File: src/rtl/simd_narrow_pkg.sv
package simd_narrow_pkg;

  typedef enum logic [1:0] {
    MODE_S2S = 2'b00,
    MODE_S2U = 2'b01,
    MODE_U2U = 2'b10,
    MODE_RSV = 2'b11
  } narrow_mode_e;

  typedef enum logic [1:0] {
    SRC_W16 = 2'b00,
    SRC_W32 = 2'b01,
    SRC_W64 = 2'b10,
    SRC_RSV = 2'b11
  } narrow_width_e;

  localparam int unsigned NUM_WIDTHS = 3;
  localparam int unsigned MIN_SRC_W  = 16;

endpackage

File: src/rtl/narrow_lane_clamp.sv
module narrow_lane_clamp
  import simd_narrow_pkg::*;
#(
  parameter int unsigned IN_W = 16
) (
  input  logic [IN_W-1:0]   lane_in,
  input  narrow_mode_e      mode,
  output logic [IN_W/2-1:0] lane_out,
  output logic              clamped
);

  localparam int unsigned OUT_W = IN_W / 2;

  logic sign_bit;
  logic upper_zero;    // bits above the narrow width all zero
  logic upper_s_zero;  // bits from narrow sign upward all zero
  logic upper_s_ones;  // bits from narrow sign upward all one

  assign sign_bit     = lane_in[IN_W-1];
  assign upper_zero   = ~|lane_in[IN_W-1:OUT_W];
  assign upper_s_zero = ~|lane_in[IN_W-1:OUT_W-1];
  assign upper_s_ones = &lane_in[IN_W-1:OUT_W-1];

  always_comb begin
    lane_out = lane_in[OUT_W-1:0];
    clamped  = 1'b0;
    unique case (mode)
      MODE_S2S: begin
        if (!sign_bit && !upper_s_zero) begin
          lane_out = {1'b0, {(OUT_W-1){1'b1}}};
          clamped  = 1'b1;
        end else if (sign_bit && !upper_s_ones) begin
          lane_out = {1'b1, {(OUT_W-1){1'b0}}};
          clamped  = 1'b1;
        end
      end
      MODE_S2U: begin
        if (sign_bit) begin
          lane_out = '0;
          clamped  = 1'b1;
        end else if (!upper_zero) begin
          lane_out = '1;
          clamped  = 1'b1;
        end
      end
      MODE_U2U: begin
        if (!upper_zero) begin
          lane_out = '1;
          clamped  = 1'b1;
        end
      end
      default: begin
        lane_out = '0;
        clamped  = 1'b0;
      end
    endcase
  end

endmodule

File: src/rtl/narrow_pack.sv
module narrow_pack
  import simd_narrow_pkg::*;
#(
  parameter int unsigned VEC_W = 128,
  parameter int unsigned IN_W  = 16
) (
  input  logic [VEC_W-1:0]   opa,
  input  logic [VEC_W-1:0]   opb,
  input  narrow_mode_e       mode,
  output logic [VEC_W-1:0]   data,
  output logic [VEC_W/8-1:0] sat
);

  localparam int unsigned OUT_W   = IN_W / 2;
  localparam int unsigned SRC_N   = VEC_W / IN_W;
  localparam int unsigned DST_N   = 2 * SRC_N;
  localparam int unsigned SAT_W   = VEC_W / 8;

  for (genvar g = 0; g < DST_N; g++) begin : g_lane
    logic [IN_W-1:0] src;
    if (g < SRC_N) begin : g_from_a
      assign src = opa[g*IN_W +: IN_W];
    end else begin : g_from_b
      assign src = opb[(g-SRC_N)*IN_W +: IN_W];
    end

    narrow_lane_clamp #(.IN_W(IN_W)) clamp_i (
      .lane_in  (src),
      .mode     (mode),
      .lane_out (data[g*OUT_W +: OUT_W]),
      .clamped  (sat[g])
    );
  end

  if (DST_N < SAT_W) begin : g_sat_pad
    assign sat[SAT_W-1:DST_N] = '0;
  end

endmodule

File: src/rtl/simd_narrow_sat.sv
module simd_narrow_sat
  import simd_narrow_pkg::*;
#(
  parameter int unsigned VEC_W = 128
) (
  input  logic               clk,
  input  logic               rst_n,
  input  logic               in_valid,
  input  logic [VEC_W-1:0]   opa,
  input  logic [VEC_W-1:0]   opb,
  input  logic [1:0]         width_sel,
  input  logic [1:0]         mode_sel,
  output logic               out_valid,
  output logic [VEC_W-1:0]   out_data,
  output logic [VEC_W/8-1:0] out_sat,
  output logic               out_err
);

  localparam int unsigned SAT_W = VEC_W / 8;

  narrow_mode_e  mode;
  narrow_width_e width;
  logic          reserved;

  assign mode     = narrow_mode_e'(mode_sel);
  assign width    = narrow_width_e'(width_sel);
  assign reserved = (mode == MODE_RSV) || (width == SRC_RSV);

  logic [VEC_W-1:0] cand_data [NUM_WIDTHS];
  logic [SAT_W-1:0] cand_sat  [NUM_WIDTHS];

  for (genvar k = 0; k < NUM_WIDTHS; k++) begin : g_width
    narrow_pack #(
      .VEC_W (VEC_W),
      .IN_W  (MIN_SRC_W << k)
    ) pack_i (
      .opa  (opa),
      .opb  (opb),
      .mode (mode),
      .data (cand_data[k]),
      .sat  (cand_sat[k])
    );
  end

  // next-state
  logic             valid_d;
  logic [VEC_W-1:0] data_d;
  logic [SAT_W-1:0] sat_d;
  logic             err_d;
  logic             load_en;

  assign load_en = in_valid;

  always_comb begin
    valid_d = in_valid;
    data_d  = out_data;
    sat_d   = out_sat;
    err_d   = out_err;
    if (load_en) begin
      if (reserved) begin
        data_d = '0;
        sat_d  = '0;
        err_d  = 1'b1;
      end else begin
        data_d = cand_data[width_sel];
        sat_d  = cand_sat[width_sel];
        err_d  = 1'b0;
      end
    end
  end

  // registers
  always_ff @(posedge clk or negedge rst_n) begin
    if (!rst_n) begin
      out_valid <= 1'b0;
      out_data  <= '0;
      out_sat   <= '0;
      out_err   <= 1'b0;
    end else begin
      out_valid <= valid_d;
      if (load_en) begin
        out_data <= data_d;
        out_sat  <= sat_d;
        out_err  <= err_d;
      end
    end
  end

endmodule

File: config.mk
export PLATFORM = sky130hd
export DESIGN_NAME = simd_narrow_sat
export DESIGN_NICKNAME = d
export VERILOG_FILES = /design/src/rtl/simd_narrow_pkg.sv /design/src/rtl/narrow_lane_clamp.sv /design/src/rtl/narrow_pack.sv /design/src/rtl/simd_narrow_sat.sv
export SDC_FILE = /design/constraint.sdc
export NUM_CORES = 1
export LEC_CHECK = 0
export ABC_AREA = 1
export BUFFER_PORTS_ARGS = -buffer_cell sky130_fd_sc_hd__buf_2
export CAP_MARGIN = 20
export CORE_AREA = 2 2 208 210
export DETAILED_ROUTE_END_ITERATION = 8
export DIE_AREA = 0 0 210 212
export PLACE_DENSITY = 0.84
export SYNTH_ARGS = -nofsm -noshare
export SYNTH_HDL_FRONTEND = slang
export SYNTH_HIERARCHICAL = 1
export SYNTH_SLANG_ARGS = --single-unit
File: constraint.sdc
create_clock -name clk -period 0.85 [get_ports clk]
set_input_delay 0 -clock clk [delete_from_list [all_inputs] [get_ports clk]]
set_output_delay 0 -clock clk [all_outputs]
set_load 0.005 [all_outputs]
==> results of run 1 <==
kinds of logic after synthesis:
kind of cell / after synthesis / synth area share
DFF: 146 / 0.146
other: 2 / 0.000300
buffers and inverters: 842 / 0.144
and+or+nand+nor: 4009 / 0.626
AOI/OAI and AO/OA: 341 / 0.0838
synth_stat cells:
| cell | count |
|---|---|
| a21oi_1 | 8 |
| a21oi_2 | 17 |
| buf_1 | 21 |
| buf_2 | 57 |
| buf_4 | 28 |
| buf_6 | 36 |
| clkbuf_1 | 69 |
| conb_1 | 2 |
| dfrtp_1 | 146 |
| inv_1 | 604 |
| inv_2 | 27 |
| nand2_1 | 3254 |
| nand2_2 | 28 |
| nand3_1 | 160 |
| nand4_1 | 48 |
| nand4_2 | 4 |
| nor2_1 | 474 |
| nor2_2 | 9 |
| nor2_4 | 16 |
| o21ai_0 | 208 |
| o21ai_1 | 76 |
| o21ai_4 | 28 |
| o21bai_1 | 4 |
| or2_1 | 16 |
metrics by stage:
| stage | worst slack, ns | hold slack, ns | utilization |
|---|---|---|---|
| after floorplan | -0.254 | -0.296 | - |
| after CTS | -0.238 | -0.0760 | 0.806 |
| after global placement | -0.714 | -0.146 | 0.753 |
| after detailed placement | -0.787 | -0.145 | 0.753 |
per-layer routing:
metal,GRT overflow,global-route usage
met1,18,0.853
met2,749,1.07
met3,26,0.742
met5,1,0.444
met4,290,0.955
repair_timing:
item / 4_1_cts
pin swaps: 75
setup buffers: 19
gates cloned: 21
hold endpoints to repair: 149
gates resized for setup: 262
hold buffers: 3
setup endpoints to repair: 290
==> metrics.md, run 1 <==
| Metric | Value |
|---|---|
| Status | aborted with a tool error |
| Failed at | 5_1_grt |
| First error | [ERROR GRT-0232] Routing congestion too high. Check the congestion heatmap in the GUI. |
| Inst Count DP | 6,607 |
| Root buf cell | clkbuf_16 |
| Clk sink count | 146 |
| Post-Place Cell Area | 32,000 sq um |
| Yosys reg bits | 146 |
| GRT Total Usage | 0.890 |
| Congestion Overflow GR | 1,084 |
| CTS buffer count | 17 |
| Post-GRT worst EP | out_data[104]$_DFFE_PN0P_/D |
| Synth area leaders | nand2_1, dfrtp_1, inv_1 |
| Num rows | 76 |
| IO Count | 409 |
| Part of the Yosys area used for sequential elements | 0.146 |
| Die height | 212 um |
| Cells after Synth | 5,340 |
| Synthesized area | 25,000 sq um |
| Clock Path Buffers | 2 |
| Die W | 210 um |
| Largest net degree at the start of global routing | 45 |
| Number of port buffers | 408 |
| Routability Congestion | 0.972 |
| Syn avg cell area | 4.69 sq um |
| Initial core utilization | 0.589 |
| CTS HTree Levels | 4 |
| Syn. warnings | 6 |
| Worst EP Category | sequential cell input |
| Largest area contributor in the netlist | nand2_1 |
| Yosys cell types | 24 |
| Top cell type's share of synthesized area | 0.488 |
| Post-DP HPWL | 68,300 um |
==> run 2: changes to the inputs <==
--- a/config.mk
+++ b/config.mk
@@ -8,10 +8,10 @@
 export ABC_AREA = 1
 export BUFFER_PORTS_ARGS = -buffer_cell sky130_fd_sc_hd__buf_2
 export CAP_MARGIN = 20
-export CORE_AREA = 2 2 208 210
+export CORE_AREA = 2 2 254 256
 export DETAILED_ROUTE_END_ITERATION = 8
-export DIE_AREA = 0 0 210 212
-export PLACE_DENSITY = 0.84
+export DIE_AREA = 0 0 256 258
+export PLACE_DENSITY_LB_ADDON = 0.15
 export SYNTH_ARGS = -nofsm -noshare
 export SYNTH_HDL_FRONTEND = slang
 export SYNTH_HIERARCHICAL = 1
==> metrics.md, run 2 <==
| Metric | Value |
|---|---|
| Status | complete, but fails checks |
| Failing checks | negative hold slack, negative setup slack |
| CTS buffer count | 17 (unchanged) |
| Minimum clock period | 1.12 ns |
| Die W | 256 um (+22%) |
| Clk Latency, worst-skew pair | 0.50 ns |
| IO Count | 409 (unchanged) |
| Hold Fails Final Rpt | 1 |
| Routability Congestion | 0.909 (-6.5%) |
| Crit path DAT | 1.51 ns |
| Nets | 6,547 |
| TNS Setup | -54.01 ns |
| Num rows | 93 (+22%) |
| CP required | 1.24 ns |
| Routed vias | 35,300 |
| CP most frequent cell | nand2_1 |
| Static Leak | 22.0 nW |
| Reg-to-reg slack, setup | 0.06 ns |
| Routed Antenna Nets | 0 |
| Max reg flops | 128 |
| Largest reg by FF count | out_data |
| Residual DRC | 0 |
| Met3 WL post-DR | 7310 um |
| Crit path capture type | register |
| Worst Path Max Fanout | 8 |
| Top cell type's share of synthesized area | 0.488 (unchanged) |
| Commonest non-fill, non-tap cell in the layout | nand2_1 |
| Startpoint Class | input pin |
| Congestion Overflow GR | 0 |
| Vias/cell | 4.93 |
| Worst-path cell chain | buf_2 > buf_6 > nor2_4 > nand2_2 > nor2_2 > nand2_2 > o21ai_4 > buf_12 > buf_6 > buf_16 > nand2_2 > nand2_1 > nand2_1 > nand2_1 > nand2_1 > nand2_1 > nand2_1 |
| Synth area leaders | nand2_1, dfrtp_1, inv_1 |
| Yosys cell types | 24 (unchanged) |
| Slowest CP cell | o21ai_4 |
| Cells after Synth | 5,340 (unchanged) |
| Root buf cell | clkbuf_16 |
| GRT Total Usage | 0.309 |
| Most frequent cell after synthesis | nand2_1 |
| Commonest cells post-synth | nand2_1, inv_1, nor2_1, o21ai_0, nand3_1 |
| Number of port buffers | 408 (unchanged) |
| PwrDens | 919 nW/um^2 |
| Clock transition at path regs | 0.08 ns |
| Post-synth top flop | dfrtp_1 |
| Layout area overhead | 52.1% |
| Async set or reset register ratio after synthesis | 1.00 (unchanged) |
| Total of max-cap violations | 0 |
| Min Hold Slack | -0.00205 ns |
| Die height | 258 um (+22%) |
| Fmax | 894 MHz |
| Drt wl/cell | 15.1 um |
| # setup viols final | 291 |
| Clock Path Buffers | 2 (unchanged) |
| Syn avg cell area | 4.69 sq um (unchanged) |
| Crit Path Class | input pin to register |
| Post-DP HPWL | 73,700 um (+7.9%) |
| Maximum vdd ir drop | 0.00141 V |
| Initial DRC count | 3,083 |
| RSZ-0062 raised after global routing | true |
| TritonRoute pass-1 iters | 6 |
| Die Footprint | 66,000 sq um |
| Syn. warnings | 6 (unchanged) |
| Layout cells sized above 1 | 0.273 |
| Number of synthesized flops with an enable pin | 0 (unchanged) |
| Regs by FF count | out_data: 128 flops, out_sat: 16 flops |
| FF-to-FF End | out_data[119] |
| Worst clock skew | 0 ns |
| Slew Limit Fails | 0 |
| CTS tree | done |
| Initial core utilization | 0.393 (-0.196) |
| CTS HTree Levels | 4 (unchanged) |
| Slowest Stage Delay on Critical Path | 0.17 ns |
| Top Layer Used | met4 |
| Largest area contributor in the netlist | nand2_1 |
| Total power | 35.0 mW |
| Post-Route WL | 108,000 um |
| First-pass GRT wire length | 167,000 um |
| Final WS setup | -0.269 ns |
| Most frequent cells in the layout | nand2_1, inv_1, buf_4 |
| Period utilization | 1.32 |
| Hold WC Path Type | input pin to async pin |
| Part of the Yosys area used for sequential elements | 0.146 (unchanged) |
| Post-route met1 wirelength | 47,500 um |
| Antenna violations before repair | 2 |
| Finished Cell Area | 38,100 sq um |
| Yosys reg bits | 146 (unchanged) |
| Worst Setup SP | opb[42] |
| Clk sink count | 146 (unchanged) |
| Post-Place Cell Area | 32,800 sq um (+2.4%) |
| Worst r2r src | out_data[119] |
| Met2 wire length | 50,400 um |
| Core area | 63,600 sq um |
| # hold bufs at CTS | 15 (+12) |
| Reg2Reg Depth | 3 |
| Number of global-route vias before repair | 31,600 |
| Worst setup path endpoint | out_data[83] |
| Largest net degree at the start of global routing | 56 |
| Synthesized area | 25,000 sq um (unchanged) |
## run 2: cell counts after synthesis
Identical to the previous run, type by type.
## run 2: layer usage
metal,GRT usage,up-vias
li1,-,17800
met1,0.411,16000
met2,0.519,1277
met3,0.0439,215
met4,0.0916,0
met5,0,-
## run 2: cells by family (layout without fill, tap and decap cells)
logic type / count (synthesis) / after routing / synth area share
AO/OA/AOI/OAI: 341 / 341 / 0.0838
buffers and inverters: 842 / 1779 / 0.144
flip-flops: 146 / 146 / 0.146
other: 2 / 24 / 0.000300
AND/OR/NAND/NOR: 4009 / 4011 / 0.626
## run 2: worst max-delay path: cells and delay by family
kind / cells / cell delay [ns]
AO/OA/AOI/OAI: 1 / 0.17
buffers and inverters: 5 / 0.65
AND/OR/NAND/NOR: 11 / 0.68
## run 2: area by class of cell
cell class              count  area (sq um)
repair inverters            4          30.0
flip-flops and latches    146          3660
multi-input cells        4372         19500
well taps                 855          1070
diodes                      4          10.0
fillers                  6343         25600
clock inverters            13           175
repair buffers           1112         10600
inverters                 631          2550
clock buffers              19           453
## run 2: repair_timing
item,in CTS,in global routing
buffers inserted,93,34
endpoints found under the hold margin,161,2
setup endpoints to repair,290,291
resized for setup,393,465
pin swaps,165,213
gates cloned,35,15
## run 2: how the worst min path moves through the flow
stage | startpoint | endpoint | slack [ns] | cells past startpoint
CTS | rst_n | out_data[65] | -0.04 | 2
finish | rst_n | out_data[65] | -0.002 | 2
global route | rst_n | out_data[65] | -0.01 | 2
detailed placement | rst_n | out_data[85] | -0.06 | 1
floorplan | rst_n | out_data[0] | -0.30 | 0
global placement | rst_n | out_data[85] | -0.06 | 1
## run 2: report_power, final
group / switching [mW] / internal (mW) / leakage (nW)
combinational: 10.1 / 7.99 / 19.8
clock: 3.86 / 4.83 / 0.306
sequential: 0.565 / 7.66 / 1.92
## run 2: per-stage QoR
stage               instances  worst slack, ns  utilization
floorplan                5358           -0.254            -
detailed placement       6941           -0.756        0.515
global route             7153           -0.377        0.598
finish                   7156           -0.269        0.598
global placement         6941           -0.766        0.515
CTS                      7116           -0.300        0.572
No activity file was read; power rests on OpenSTA's default activity.
==> run 3: changes to the inputs <==
==> constraint.sdc (replaced) <==
create_clock -name clk -period 1.3 [get_ports clk]
set_input_delay 0 -clock clk [delete_from_list [all_inputs] [get_ports clk]]
set_output_delay 0 -clock clk [all_outputs]
set_load 0.005 [all_outputs]
==> metrics.md, run 3 (same netlist as run 2, synthesis figures left out) <==
| Metric | Value |
|---|---|
| Root buf cell | clkbuf_16 |
| PwrDens | 630 nW/um^2 (-32%) |
| Fillers | 7,069 (+11%) |
| Worst r2r src | out_sat[2] |
| Drt wl/cell | 14.2 um (-6.4%) |
| CTS HTree Levels | 4 (unchanged) |
| TritonRoute pass-1 iters | 7 (+1) |
| Slew Limit Fails | 0 (unchanged) |
| Max reg flops | 128 (unchanged) |
| Period utilization | 0.936 |
| Post-Place Cell Area | 31,900 sq um (-2.7%) |
| Finished Cell Area | 32,700 sq um (-14%) |
| Worst Path Buf+Inv | 3 (-2) |
| CTS tree | done |
| Regs by FF count | out_data: 128 flops, out_sat: 16 flops |
| CP required | 1.70 ns (+0.46 ns) |
| Most frequent cells in the layout | nand2_1, inv_1, nor2_1 |
| Commonest non-fill, non-tap cell in the layout | nand2_1 |
| Die Footprint | 66,000 sq um (unchanged) |
| Slew HR | 0.650 |
| Routed vias | 33,400 (-5.5%) |
| Routed Antenna Nets | 0 (unchanged) |
| Vias/cell | 4.79 (-2.9%) |
| Die height | 258 um (unchanged) |
| Crit path capture type | register |
| Post-Route WL | 98,700 um (-8.9%) |
| Layout cells sized above 1 | 0.177 (-0.0953) |
| Clock transition at path regs | 0.07 ns (about the same) |
| Clk Latency, worst-skew pair | 0.50 ns (about the same) |
| Crit path DAT | 1.62 ns (+0.11 ns) |
| Startpoint Class | input pin |
| Routability Congestion | 0.926 (+1.9%) |
| CP delay by family, top | buffers and inverters |
| Congestion Overflow GR | 0 (unchanged) |
| RSZ-0062 raised after global routing | false |
| Multi-input logic area | 17,900 sq um (-8.4%) |
| Number of port buffers | 408 (unchanged) |
| Nets | 6,357 (-2.9%) |
| Hold Fails Final Rpt | 0 (-1) |
| Residual DRC | 0 (unchanged) |
| GRT Total Usage | 0.291 (-0.0177) |
| Initial core utilization | 0.393 (unchanged) |
| Number of global-route vias before repair | 30,200 (-4.3%) |
| Place WS | -0.324 ns (+0.431 ns) |
| Initial DRC count | 2,674 (-13%) |
| Fmax | 821 MHz |
| Worst Tran Pin Value | 0.524 ns |
| Largest net degree at the start of global routing | 60 (+7.1%) |
| Largest reg by FF count | out_data |
| Hold WC Path Type | input pin to async pin |
| Slowest CP cell | dlygate4sd3_1 |
| Min Hold Slack | 0.0333 ns (+0.0354 ns) |
| Antenna violations before repair | 6 (+4) |
| Worst Path Max Fanout | 29 (+21) |
| Reg area | 3650 sq um (-0.10%) |
| Post-CTS setup buffers | 0 (-100%) |
| Status | complete, no violations |
| Worst-path cell chain | dlygate4sd3_1 > buf_6 > buf_12 > nand2_1 > nand3_1 > nand2_1 > nand2_1 > nand2_1 |
| Post-DP HPWL | 73,200 um (-0.61%) |
| Core area | 63,600 sq um (unchanged) |
| Final WS setup | 0.0826 ns (+0.351 ns) |
| Slowest Stage Delay on Critical Path | 0.55 ns (+0.38 ns) |
| CTS buffer count | 17 (unchanged) |
| Crit Path Class | input pin to register |
| Total of max-cap violations | 0 (unchanged) |
| Worst Setup SP | width_sel[0] |
| Clock Path Buffers | 2 (unchanged) |
| CP most frequent cell | nand2_1 |
| Clk sink count | 146 (unchanged) |
| Num rows | 93 (unchanged) |
| Maximum vdd ir drop | 0.000829 V (-41%) |
| First-pass GRT wire length | 159,000 um (-5.0%) |
| Die W | 256 um (unchanged) |
| # setup viols final | 0 (-100%) |
| Static Leak | 20.1 nW (-9.0%) |
| Worst clock skew | 0 ns (unchanged) |
| Layout area overhead | 30.7% |
| Minimum clock period | 1.22 ns |
| IO Count | 409 (unchanged) |
==> run 3: changes by cell type in the layout (fill, tap and decap cells not counted), sizes merged <==
cell,before,now
buf,1064,916
clkbuf,48,24
clkinvlp,16,2
inv,624,634
dlygate4sd3,14,10
bufbuf,3,0
clkinv,5,2
nand2,3284,3282
clkdlybuf4s15,1,0
diode,4,5
dlymetal6s4s,1,0
==> run 3: power by group <==
part | internal (mW) | total, mW | switching, mW
sequential | 5.01 | 5.39 | 0.381
clock | 3.14 | 5.59 | 2.45
combinational | 3.89 | 9.60 | 5.71
total | 12.0 | 20.6 | 8.55
==> run 3: stage by stage <==
step	TNS (ns)	util	cells	power [mW]
floorplan	0	-	5358	10.4
detailed placement	-37.20	0.501	6918	14.9
CTS	0	0.512	6960	20.6
finish	0	0.514	6967	20.6
global route	0	0.514	6966	22.1
global placement	-35.87	0.501	6918	14.8
==> run 3: area by class of cell <==
class,instances,area share
multi-input combinational,4370,0.546
timing repair buffer,928,0.217
sequential,146,0.112
inverter,631,0.0727
clock buffer,22,0.0142
antenna,5,0.000383
clock inverter,10,0.00455
tap,855,0.0327
==> run 3: metal layers <==
layer,vias to the layer above,GRT usage,share of wire
met1,14800,0.395,0.46
met2,1061,0.491,0.46
li1,17400,-,-
met4,0,0.0759,0.019
met3,125,0.0332,0.058
met5,-,0,0
==> run 3: repair_timing <==
action / in CTS / in global routing
endpoints found under the setup margin: 0 / 22
hold buffers: 10 / 0
hold endpoints to repair: 169 / 0
resized for setup: 0 / 8
==> run 3: final timing paths <==
check	depth (start not counted)	end	slack [ns]
min in group clk	7	out_data[64]	0.03
min	2	out_data[88]	0.03
min reg2reg	2	out_data[102]	0.47
max in group asynchronous	3	out_data[44]	0.63
max reg2reg	2	out_sat[2]	0.58
max	8	out_sat[5]	0.08
